## src/rtl/scb_pkg.sv

```systemverilog
package scb_pkg;
  localparam int unsigned CMD_W    = 16;
  localparam int unsigned CODE_W   = 3;
  localparam int unsigned NUM_EVT  = 4;
  localparam int unsigned CUC_LSB  = 8;
  localparam int unsigned RUC_LSB  = 4;
  localparam int unsigned SRST_BIT = 7;
  localparam int unsigned ACK_LSB  = 12;
  localparam int unsigned CU_W     = 2;
  localparam int unsigned RU_W     = 3;

  // event index inside the latched nibble (status bit = ACK_LSB + index)
  localparam int unsigned EVT_RNR = 0;
  localparam int unsigned EVT_CNA = 1;
  localparam int unsigned EVT_FR  = 2;
  localparam int unsigned EVT_CX  = 3;

  typedef enum logic [CU_W-1:0] {
    CU_IDLE   = 2'd0,
    CU_SUSP   = 2'd1,
    CU_ACTIVE = 2'd2
  } cu_state_e;

  typedef enum logic [RU_W-1:0] {
    RU_IDLE  = 3'd0,
    RU_SUSP  = 3'd1,
    RU_READY = 3'd4
  } ru_state_e;

  localparam logic [CODE_W-1:0] CUC_NOP   = 3'd0;
  localparam logic [CODE_W-1:0] CUC_START = 3'd1;
  localparam logic [CODE_W-1:0] CUC_ABORT = 3'd4;

  localparam logic [CODE_W-1:0] RUC_NOP    = 3'd0;
  localparam logic [CODE_W-1:0] RUC_START  = 3'd1;
  localparam logic [CODE_W-1:0] RUC_RESUME = 3'd2;
  localparam logic [CODE_W-1:0] RUC_SUSP   = 3'd3;
  localparam logic [CODE_W-1:0] RUC_ABORT  = 3'd4;
endpackage

```

## src/rtl/scb_cu_ctrl.sv

```systemverilog
module scb_cu_ctrl
  import scb_pkg::*;
(
  input  logic              clk_i,
  input  logic              rst_ni,
  input  logic              req_i,
  input  logic              soft_rst_i,
  input  logic [CODE_W-1:0] code_i,
  output cu_state_e         state_o,
  output cu_state_e         state_nxt_o,
  output logic              left_active_o,
  output logic              bad_code_o
);
  cu_state_e state_q, state_d;
  logic      bad;

  always_comb begin
    state_d = state_q;
    bad     = 1'b0;
    if (req_i) begin
      unique case (code_i)
        CUC_NOP:   ;
        CUC_START: state_d = CU_ACTIVE;
        CUC_ABORT: state_d = CU_SUSP;
        default:   bad = 1'b1;
      endcase
    end
    if (soft_rst_i) state_d = CU_IDLE;
  end

  always_ff @(posedge clk_i or negedge rst_ni) begin
    if (!rst_ni) state_q <= CU_IDLE;
    else         state_q <= state_d;
  end

  assign state_o       = state_q;
  assign state_nxt_o   = state_d;
  assign left_active_o = req_i && (code_i == CUC_ABORT);
  assign bad_code_o    = bad;
endmodule

```

## src/rtl/scb_ru_ctrl.sv

```systemverilog
module scb_ru_ctrl
  import scb_pkg::*;
(
  input  logic              clk_i,
  input  logic              rst_ni,
  input  logic              req_i,
  input  logic              soft_rst_i,
  input  logic [CODE_W-1:0] code_i,
  output ru_state_e         state_o,
  output logic              left_active_o,
  output logic              bad_code_o
);
  ru_state_e state_q, state_d;
  logic      bad;
  logic      leave;

  always_comb begin
    state_d = state_q;
    bad     = 1'b0;
    leave   = 1'b0;
    if (req_i) begin
      unique case (code_i)
        RUC_NOP: ;
        RUC_START, RUC_RESUME: state_d = RU_READY;
        RUC_SUSP, RUC_ABORT: begin
          state_d = RU_SUSP;
          leave   = 1'b1;
        end
        default: bad = 1'b1;
      endcase
    end
    if (soft_rst_i) state_d = RU_SUSP;
  end

  always_ff @(posedge clk_i or negedge rst_ni) begin
    if (!rst_ni) state_q <= RU_SUSP;
    else         state_q <= state_d;
  end

  assign state_o       = state_q;
  assign left_active_o = leave;
  assign bad_code_o    = bad;
endmodule

```

## src/rtl/scb_evt_latch.sv

```systemverilog
module scb_evt_latch #(
  parameter int unsigned N = 4
) (
  input  logic         clk_i,
  input  logic         rst_ni,
  input  logic         clr_all_i,
  input  logic [N-1:0] ack_i,
  input  logic [N-1:0] set_i,
  output logic [N-1:0] evt_o
);
  for (genvar i = 0; i < N; i++) begin : g_bit
    logic q;
    always_ff @(posedge clk_i or negedge rst_ni) begin
      if (!rst_ni)        q <= 1'b0;
      else if (clr_all_i) q <= 1'b0;
      else                q <= (q & ~ack_i[i]) | set_i[i];  // new event beats ack
    end
    assign evt_o[i] = q;
  end
endmodule

```

## src/rtl/scb_cmd_decoder.sv

```systemverilog
module scb_cmd_decoder
  import scb_pkg::*;
(
  input  logic             clk_i,
  input  logic             rst_ni,
  input  logic             cmd_valid_i,
  input  logic [CMD_W-1:0] cmd_word_i,
  input  logic             evt_cx_i,
  input  logic             evt_fr_i,
  input  logic             evt_cna_i,
  input  logic             evt_rnr_i,
  input  logic             list_busy_i,
  output logic [CU_W-1:0]  cu_state_o,
  output logic [RU_W-1:0]  ru_state_o,
  output logic [CMD_W-1:0] status_o,
  output logic             irq_o,
  output logic             sw_reset_o,
  output logic             list_start_o,
  output logic             cmd_err_o
);
  logic [CODE_W-1:0]  cu_code, ru_code;
  logic [NUM_EVT-1:0] ack, set, evt;
  logic               soft_rst;
  cu_state_e          cu_q, cu_nxt;
  ru_state_e          ru_q;
  logic               cu_leave, ru_leave, cu_bad, ru_bad;
  logic               err_q, swr_q, start_q;
  logic               unused_cmd_bits;

  assign cu_code  = cmd_word_i[CUC_LSB +: CODE_W];
  assign ru_code  = cmd_word_i[RUC_LSB +: CODE_W];
  assign soft_rst = cmd_valid_i && cmd_word_i[SRST_BIT];
  assign ack      = cmd_valid_i ? cmd_word_i[ACK_LSB +: NUM_EVT] : '0;
  assign unused_cmd_bits = ^{cmd_word_i[11], cmd_word_i[3:0]};

  scb_cu_ctrl u_cu (
    .clk_i        (clk_i),
    .rst_ni       (rst_ni),
    .req_i        (cmd_valid_i),
    .soft_rst_i   (soft_rst),
    .code_i       (cu_code),
    .state_o      (cu_q),
    .state_nxt_o  (cu_nxt),
    .left_active_o(cu_leave),
    .bad_code_o   (cu_bad)
  );

  scb_ru_ctrl u_ru (
    .clk_i        (clk_i),
    .rst_ni       (rst_ni),
    .req_i        (cmd_valid_i),
    .soft_rst_i   (soft_rst),
    .code_i       (ru_code),
    .state_o      (ru_q),
    .left_active_o(ru_leave),
    .bad_code_o   (ru_bad)
  );

  always_comb begin
    set          = '0;
    set[EVT_CX]  = evt_cx_i;
    set[EVT_FR]  = evt_fr_i;
    set[EVT_CNA] = evt_cna_i | cu_leave;
    set[EVT_RNR] = evt_rnr_i | ru_leave;
  end

  scb_evt_latch #(.N(NUM_EVT)) u_evt (
    .clk_i    (clk_i),
    .rst_ni   (rst_ni),
    .clr_all_i(soft_rst),
    .ack_i    (ack),
    .set_i    (set),
    .evt_o    (evt)
  );

  always_ff @(posedge clk_i or negedge rst_ni) begin
    if (!rst_ni) begin
      err_q   <= 1'b0;
      swr_q   <= 1'b0;
      start_q <= 1'b0;
    end else begin
      err_q   <= soft_rst ? 1'b0 : (err_q | cu_bad | ru_bad);
      swr_q   <= soft_rst;
      // soft reset nulls the list pointer, so busy is ignored then
      start_q <= cmd_valid_i && (cu_nxt != CU_SUSP) && (soft_rst || !list_busy_i);
    end
  end

  always_comb begin
    status_o = '0;
    status_o[ACK_LSB +: NUM_EVT] = evt;
    status_o[CUC_LSB +: CU_W]    = cu_q;
    status_o[RUC_LSB +: RU_W]    = ru_q;
  end

  assign cu_state_o   = cu_q;
  assign ru_state_o   = ru_q;
  assign irq_o        = |evt;
  assign sw_reset_o   = swr_q;
  assign list_start_o = start_q;
  assign cmd_err_o    = err_q;
endmodule

```

## config.mk

```make
export PLATFORM = sky130hd
export DESIGN_NAME = scb_cmd_decoder
export DESIGN_NICKNAME = d
export VERILOG_FILES = /design/src/rtl/scb_pkg.sv /design/src/rtl/scb_cu_ctrl.sv /design/src/rtl/scb_ru_ctrl.sv /design/src/rtl/scb_evt_latch.sv /design/src/rtl/scb_cmd_decoder.sv
export SDC_FILE = /design/constraint.sdc
export NUM_CORES = 1
export LEC_CHECK = 0
export ABC_AREA = 1
export ABC_CLOCK_PERIOD_IN_PS = 1100
export BUFFER_PORTS_ARGS = -buffer_cell sky130_fd_sc_hd__buf_4
export CAP_MARGIN = 20
export CORE_MARGIN = 2
export CORE_UTILIZATION = 42
export CTS_CLUSTER_SIZE = 25
export DETAILED_ROUTE_END_ITERATION = 10
export PLACE_DENSITY = 0.82
export SLEW_MARGIN = 40
export SYNTH_ARGS = -nofsm -noshare
export SYNTH_HDL_FRONTEND = slang
export SYNTH_SLANG_ARGS = --single-unit
```

## constraint.sdc

```tcl
create_clock -name clk_i -period 1.1 [get_ports clk_i]
set_input_delay 0.165 -clock clk_i [delete_from_list [all_inputs] [get_ports clk_i]]
set_output_delay 0.165 -clock clk_i [all_outputs]
set_load 0.02 [all_outputs]
```

# Yosys cells after proc, flatten, opt, wreduce, memory -nomap -nowiden
# Cells that the tools add are included.
[classes]
n_eq_ne = 7
muxes = 18
bitwise = 16
reduce_logical = 16
[op_table]
columns = ["operator", "count"]
rows = [
  ["2-to-1 mux 1 bit", 11],
  ["bitwise OR 1 bit", 8],
  ["equality test 3 x 1 -> 1 bit (second input constant)", 2],
  ["equality test 3 x 2 -> 1 bit (second input constant)", 2],
  ["equality test 3 bit (second input constant)", 2],
  ["logical NOT 3 bit", 2],
  ["2-to-1 mux 3 bit", 2],
  ["case mux 3 bit (2 select lines)", 1],
  ["OR reduction 5 bit", 1],
  ["AND 1 bit", 4],
  ["logical AND 1 bit", 4],
  ["2-to-1 mux 2 bit", 2],
  ["2-to-1 mux 4 bit", 1],
  ["inverter 1 bit", 4],
  ["case mux 2 bit (2 select lines)", 1],
  ["OR reduction 2 bit", 2],
  ["OR reduction 4 bit", 1],
  ["nonzero test 3 bit", 1],
  ["OR reduction 3 bit", 1],
  ["inequality test 2 x 1 -> 1 bit (second input constant)", 1],
  ["AND reduction 2 bit", 1],
  ["nonzero test 2 bit", 1],
  ["logical NOT 1 bit", 1],
  ["logical OR 1 bit", 1],
]
[word_totals]
out_inout_bits = 25
input_bits = 24
word_cells = 66
regBits = 12

# Depth between registers and ports, before layout
# Gate-level depths: netlist (run 1).
[logic_depth]
ltp_word = 7
depth_mapped = 7
depth_no_buf = 6

# By module
# A second synthesis (run 1) with hierarchy kept.
[unflattened]
hier_cells = 107
hier_area_um2 = 740.7
[modules_own_cells]
columns = ["mod", "seq_area_each_um2", "cells_each", "area_each_um2", "instances"]
rows = [
  ["scb_cmd_decoder", 75.1, 40, 269.0, 1],
  ["scb_evt_latch", 100.1, 24, 195.2, 1],
  ["scb_ru_ctrl", 51.3, 26, 157.7, 1],
  ["scb_cu_ctrl", 50.0, 17, 118.9, 1],
]

# Worst setup path after synthesis (run 1)
# OpenSTA, ideal clock, no wires.
[synth_timing]
path_kind = "register to output"
startpoint = "reg u_ru.state_q[0] (netlist: u_ru.state_o[0])"
endpoint = "out status_o[4]"
setup_slack_ns = 0.204
n_path_buf = 1
stages_incl_launch_ff = 2
arrival_time_ns = 0.731
required_ns = 0.935
cell_sequence = "dfstp_2 buf_4"
[synth_rtl]
columns = ["element", "line_no", "text"]
rows = [
  ["from (decl)", "scb_ru_ctrl.sv:13", "ru_state_e state_q, state_d;"],
  ["from (signal assigned)", "scb_ru_ctrl.sv:37", "else state_q <= state_d;"],
  ["to (decl)", "scb_cmd_decoder.sv:15", "output logic [CMD_W-1:0] status_o,"],
]
# No word-level cell between the ends.

# Worst setup path after layout (run 1)
[layout_timing]
startpoint = "reg u_evt.g_bit[1].q"
endpoint = "out irq_o"
[layout_between]
elab_chain_cells = 1
[layout_rtl]
columns = ["element", "line_no", "text"]
rows = [
  ["from (decl)", "scb_evt_latch.sv:12", "logic q;"],
  ["from (signal assigned)", "scb_evt_latch.sv:16", "else q <= (q & ~ack_i[i]) | set_i[i];"],
  ["OR reduction 4 bit", "scb_cmd_decoder.sv:98", "assign irq_o = |evt;"],
  ["to (decl)", "scb_cmd_decoder.sv:16", "output logic irq_o,"],
]
# Every way passes these cells.

==> results of run 1 <==
-- registers in the layout (all words and copies together), names as in the netlist --
name / cells
u_evt.g_bit.q: 4
cmd_err_o: 1
u_cu.state_o: 2
sw_reset_o: 1
list_start_o: 1
u_ru.state_o: 2
-- critical path, stage by stage (launching register included) --
cell,delay (ns)
dfrtp_1,0.38
nor2_1,0.12
nand2_1,0.07
buf_6,0.13
-- cell type report --
type | instances | area share (%)
multi-input combinational | 54 | 27.2
tap | 16 | 2.09
clock buffer | 4 | 2.75
sequential | 11 | 28.9
inverter | 10 | 4.19
timing repair buffer | 41 | 34.8
-- cells in the final DEF (no fill, tap or decap), drive strengths merged --
cell	n
conb	9
inv	10
a21oi	10
nand3	6
nor2	8
clkbuf	4
dfrtp	10
buf	40
nand2	18
o21ai	3
dfstp	1
dlygate4sd3	1
-- per-layer routing --
metal / wire length (um) / up-vias / global-route usage, %
met4: 19 / 0 / 9.09
met2: 698 / 24 / 27.1
met5: 0 / - / 0
met1: 571 / 263 / 20.3
li1: - / 307 / -
met3: 94 / 2 / 2.45
-- stage by stage --
step | instances | TNS (ns) | area [sq um] | hold WS [ns] | power (mW)
2_1_floorplan | 93 | 0 | 716 | -0.131 | 0.742
3_3_place_gp | 125 | 0 | 852 | 0.00129 | 0.838
3_5_place_dp | 125 | 0 | 852 | 0.00400 | 0.846
4_1_cts | 134 | -0.0612 | 930 | 0.117 | 1.14
5_1_grt | 136 | -0.171 | 956 | 0.129 | 1.22
6_report | 136 | -0.0343 | 956 | 0.123 | 1.15
-- power by group --
group	switching, mW	internal (mW)	leakage [nW]
clock network	0.127	0.140	0.0150
registers	0.0285	0.448	0.133
logic	0.219	0.191	0.392
total	0.375	0.779	0.540
-- worst max-delay path by stage --
stage	end	from	slack [ns]
floorplan	status_o[4]	u_ru.state_o[0]	0.20
global placement	list_start_o	cmd_valid_i	0.13
detailed placement	list_start_o	cmd_valid_i	0.11
CTS	irq_o	u_evt.g_bit[1].q	-0.03
global route	irq_o	u_evt.g_bit[3].q	-0.10
finish	irq_o	u_evt.g_bit[1].q	-0.02
-- repair_timing --
item | 4_1_cts | 5_1_grt
resized for setup | 3 | 3
endpoints found under the setup margin | 3 | 6
hold buffers | 1 | 0
pin swaps | 2 | 1
endpoints found under the hold margin | 11 | 0
setup buffers | 4 | 2
-- cell families after synthesis --
kind of cell	after synthesis	synth area share, %
flops	11	40.3
other cells	1	0.547
buf+inv	28	26.1
simple gates	32	20.8
compound gates	13	12.2
==> flow_summary.json, run 1 <==
{
  "status": "complete, but fails checks",
  "violations": "setup timing",
  "syn_to_final_growth_pct": 39.4,
  "ant_nets": 0,
  "ys_ff_latch": 11,
  "synth_top_cell_area_share_pct": 36.5,
  "route.vias.total": 596,
  "coreArea_sq_mm": 0.00152,
  "ys_warn_count": 0,
  "start_util_pct": 45.0,
  "htreeDepth": 1,
  "synth_edf_count": 0,
  "cts_tree": "built",
  "multi_input_area_sq_um": 260,
  "numCtsBuffers": 3,
  "fin_nets": 145,
  "endpoint_kind": "output port",
  "grt_overflow": 0,
  "drive_gt1_share_pct": 44.2,
  "cp_data_required_time_ns": 0.94,
  "setup_ws_ns": -0.0245,
  "leakage_nw": 0.540,
  "hold_viol_final": 0,
  "grt_setup_unrepaired": "true",
  "route.detailed.drc": 0,
  "hold_start": "evt_fr_i",
  "wl_um": 1380,
  "cp.arrival_ns": 0.96,
  "hold_depth": 3,
  "ir_drop_mv": 0.763,
  "ff2ff_path_depth": 4,
  "ys_types": 18,
  "grt_max_degree": 12,
  "netlist_area_sq_um": 686,
  "seq_area_frac_synth_pct": 40.3,
  "min_period_ns": 1.12,
  "ys_top_cells_by_area": "dfrtp_1 36%, buf_4 19%, nand2_1 8.8%, a21oi_1 5.1%, nand3_1 4.4%",
  "final_core_util_pct": 62.7,
  "setup_viol": 3,
  "r2r-end": "u_evt.g_bit[2].q",
  "hpwlAfterDp_um": 1140,
  "synthMostInstantiatedCell": "buf_4",
  "synthFlopType": "dfrtp_1",
  "skew_ns": 0.000155,
  "num_antenna_cells": 0,
  "clockRootBuffer": "clkbuf_4",
  "fmax_mhz": 889,
  "cp-start-kind": "register",
  "r2r_start": "u_evt.g_bit[2].q",
  "dieArea_sq_mm": 0.00197,
  "syn-instance-count": 85,
  "io_buffers": 34,
  "post-route-period-util_pct": 102,
  "place.gp.congestion": 0.819,
  "numClockSinks": 11,
  "async_flop_share_pct": 100,
  "grt_util_all_layers_pct": 16.3,
  "rows": 14,
  "num_io_pins": 49,
  "drt_iter0_drc": 11,
  "place_ws_ns": 0.110,
  "synthTopCellsByCount": "17 x buf_4, 16 x nand2_1, 10 x dfrtp_1",
  "hold_end": "u_evt.g_bit[2].q",
  "die_y_um": 44.4,
  "yosys.area.top_type": "dfrtp_1",
  "clk_latency_ns": 0.26,
  "crit_type": "reg2out",
  "grt_pass1_wl_um": 2330,
  "final_max_slew_viol_count": 0,
  "hold_path.class": "in2reg",
  "die_w_um": 44.4,
  "regArea_sq_um": 277,
  "reg2reg_slack_ns": 0.16,
  "first_global_vias": 561,
  "drt_pass1_iterations": 4,
  "clk_pin_slew_ns": 0.06,
  "nFillCells": 141,
  "wl_per_cell_um": 10.2,
  "path_max_fanout": 2,
  "cts_buffer_depth": 2,
  "power.density_mw_per_mm2": 1210,
  "avgSynthCellArea_sq_um": 8.07,
  "avgViaCountPerCell": 4.38,
  "maxCapViolations": 0,
  "antenna_found_initial": 0
}
No activity file was read; power rests on OpenSTA's default activity.
==> run 2, diff against run 1 <==
- CELL_PAD_IN_SITES_DETAIL_PLACEMENT: not set -> 1
- CELL_PAD_IN_SITES_GLOBAL_PLACEMENT: not set -> 1
- CORE_UTILIZATION: 42 -> 28
- PLACE_DENSITY: 0.82 -> not set
- PLACE_DENSITY_LB_ADDON: not set -> 0.1
==> flow_summary.json, run 2 (synthesis results as in run 1) <==
{
  "status": "complete, but fails checks",
  "violations": "setup timing",
  "clk_pin_slew_ns": 0.07,
  "grt_util_all_layers_pct": 13.2,
  "hpwlAfterDp_um": 1260,
  "ant_nets": 0,
  "wl_um": 1590,
  "power.density_mw_per_mm2": 1200,
  "final_max_slew_viol_count": 0,
  "setup_viol": 4,
  "nFillCells": 288,
  "grt_setup_unrepaired": "true",
  "place.gp.congestion": 0.717,
  "place_area_sq_um": 875,
  "hold_path.class": "in2reg",
  "io_buffers": 34,
  "route.detailed.drc": 0,
  "dieArea_sq_mm": 0.00286,
  "numCtsBuffers": 3,
  "start_util_pct": 30.4,
  "rows": 17,
  "cp_data_required_time_ns": 0.94,
  "ir_drop_mv": 0.698,
  "layout_common_cells": "32 x buf_4, 16 x nand2_1, 10 x dfrtp_1",
  "top_register": "u_evt.g_bit.q",
  "grt_overflow": 0,
  "syn_to_final_growth_pct": 39.8,
  "min_period_ns": 1.13,
  "num_io_pins": 49,
  "die_w_um": 53.5,
  "dp.cells": 138,
  "largest_reg_flops": 4,
  "clk_latency_ns": 0.26,
  "holdWs_ns": 0.113,
  "design_area_sq_um": 958,
  "skew_ns": 0.0000206,
  "setup_ws_ns": -0.0324,
  "route.vias.total": 607,
  "clockRootBuffer": "clkbuf_4",
  "hold_viol_final": 0,
  "grt_max_degree": 12,
  "drt_pass1_iterations": 2,
  "path_max_fanout": 2,
  "cp-start-kind": "register",
  "numClockSinks": 11,
  "grt_pass1_wl_um": 2630,
  "leakage_nw": 0.530,
  "antenna_found_initial": 0,
  "avgViaCountPerCell": 4.16,
  "crit_type": "reg2out",
  "setup-tns-final_ns": -0.0487,
  "fmax_mhz": 883,
  "cts_buffer_depth": 2,
  "post-route-period-util_pct": 103,
  "drive_gt1_share_pct": 44.1,
  "endpoint_kind": "output port",
  "maxCapViolations": 0,
  "num_antenna_cells": 0,
  "htreeDepth": 1,
  "coreArea_sq_mm": 0.00225,
  "die_y_um": 53.5,
  "place_ws_ns": 0.147,
  "fin_nets": 143,
  "final_common_cell": "buf_4",
  "drt_iter0_drc": 2,
  "cp.arrival_ns": 0.97,
  "wl_per_cell_um": 10.9,
  "layoutNonFillerInstCount": 146,
  "first_global_vias": 587,
  "cts_tree": "built"
}
run 2: changes by cell type in the layout (fill, tap and decap cells not counted):
cell    change
buf_4       -2
nor2_1      -1
nor2_2      +1
run 2: area by class of cell:
cell class	instances	area (sq um)	area share, %
clock buffer	4	26.3	2.74
timing repair buffer	39	318	33.2
multi-input combinational	54	263	27.4
inverter	10	40.0	4.18
tap	28	35.0	3.66
sequential	11	277	28.9
run 2: through the flow:
stage	total power, mW	util, %
final	1.15	42.5
after CTS	1.17	41.9
after global routing	1.23	42.5
after floorplan	0.742	-
after detailed placement	0.852	38.8
after global placement	0.846	38.8
run 2: worst paths after layout:
kind / from / endpoint / slack [ns] / cells after the start
min in group asynchronous: rst_ni / cmd_err_o / 0.28 / 2
min reg2reg: cmd_err_o / cmd_err_o / 0.50 / 2
max in group asynchronous: rst_ni / u_ru.state_o[0] / 0.60 / 2
min: evt_cx_i / u_evt.g_bit[3].q / 0.11 / 3
max: u_evt.g_bit[0].q / irq_o / -0.03 / 3
max reg2reg: u_evt.g_bit[1].q / u_evt.g_bit[1].q / 0.14 / 5
run 2: layer usage:
layer | wire length (um) | global-route usage, % | part of all wire [%] | vias to the layer above
li1 | - | - | - | 303
met3 | 120 | 4.52 | 7.6 | 2
met4 | 14 | 6.41 | 0.88 | 0
met5 | 0 | 0 | 0 | -
met2 | 816 | 21.4 | 51 | 24
met1 | 636 | 15.4 | 40 | 278
run 2: where the power goes:
part / internal [mW] / total [mW] / switching, mW
sequential: 0.448 / 0.476 / 0.0279
combinational: 0.182 / 0.403 / 0.220
clock: 0.140 / 0.271 / 0.131
total: 0.771 / 1.15 / 0.379
run 2: worst max-delay path, cell delays in order, from the launching register on:
cell	delay, ns
dfrtp_1	0.39
nor2_2	0.12
nand2_1	0.07
buf_6	0.13
run 2: repair_timing:
item | CTS | global route
pin swaps | 2 | 1
hold buffers | 1 | 0
buffers inserted | 2 | 1
endpoints found under the hold margin | 11 | 0
gates resized for setup | 5 | 2
setup endpoints to repair | 3 | 5
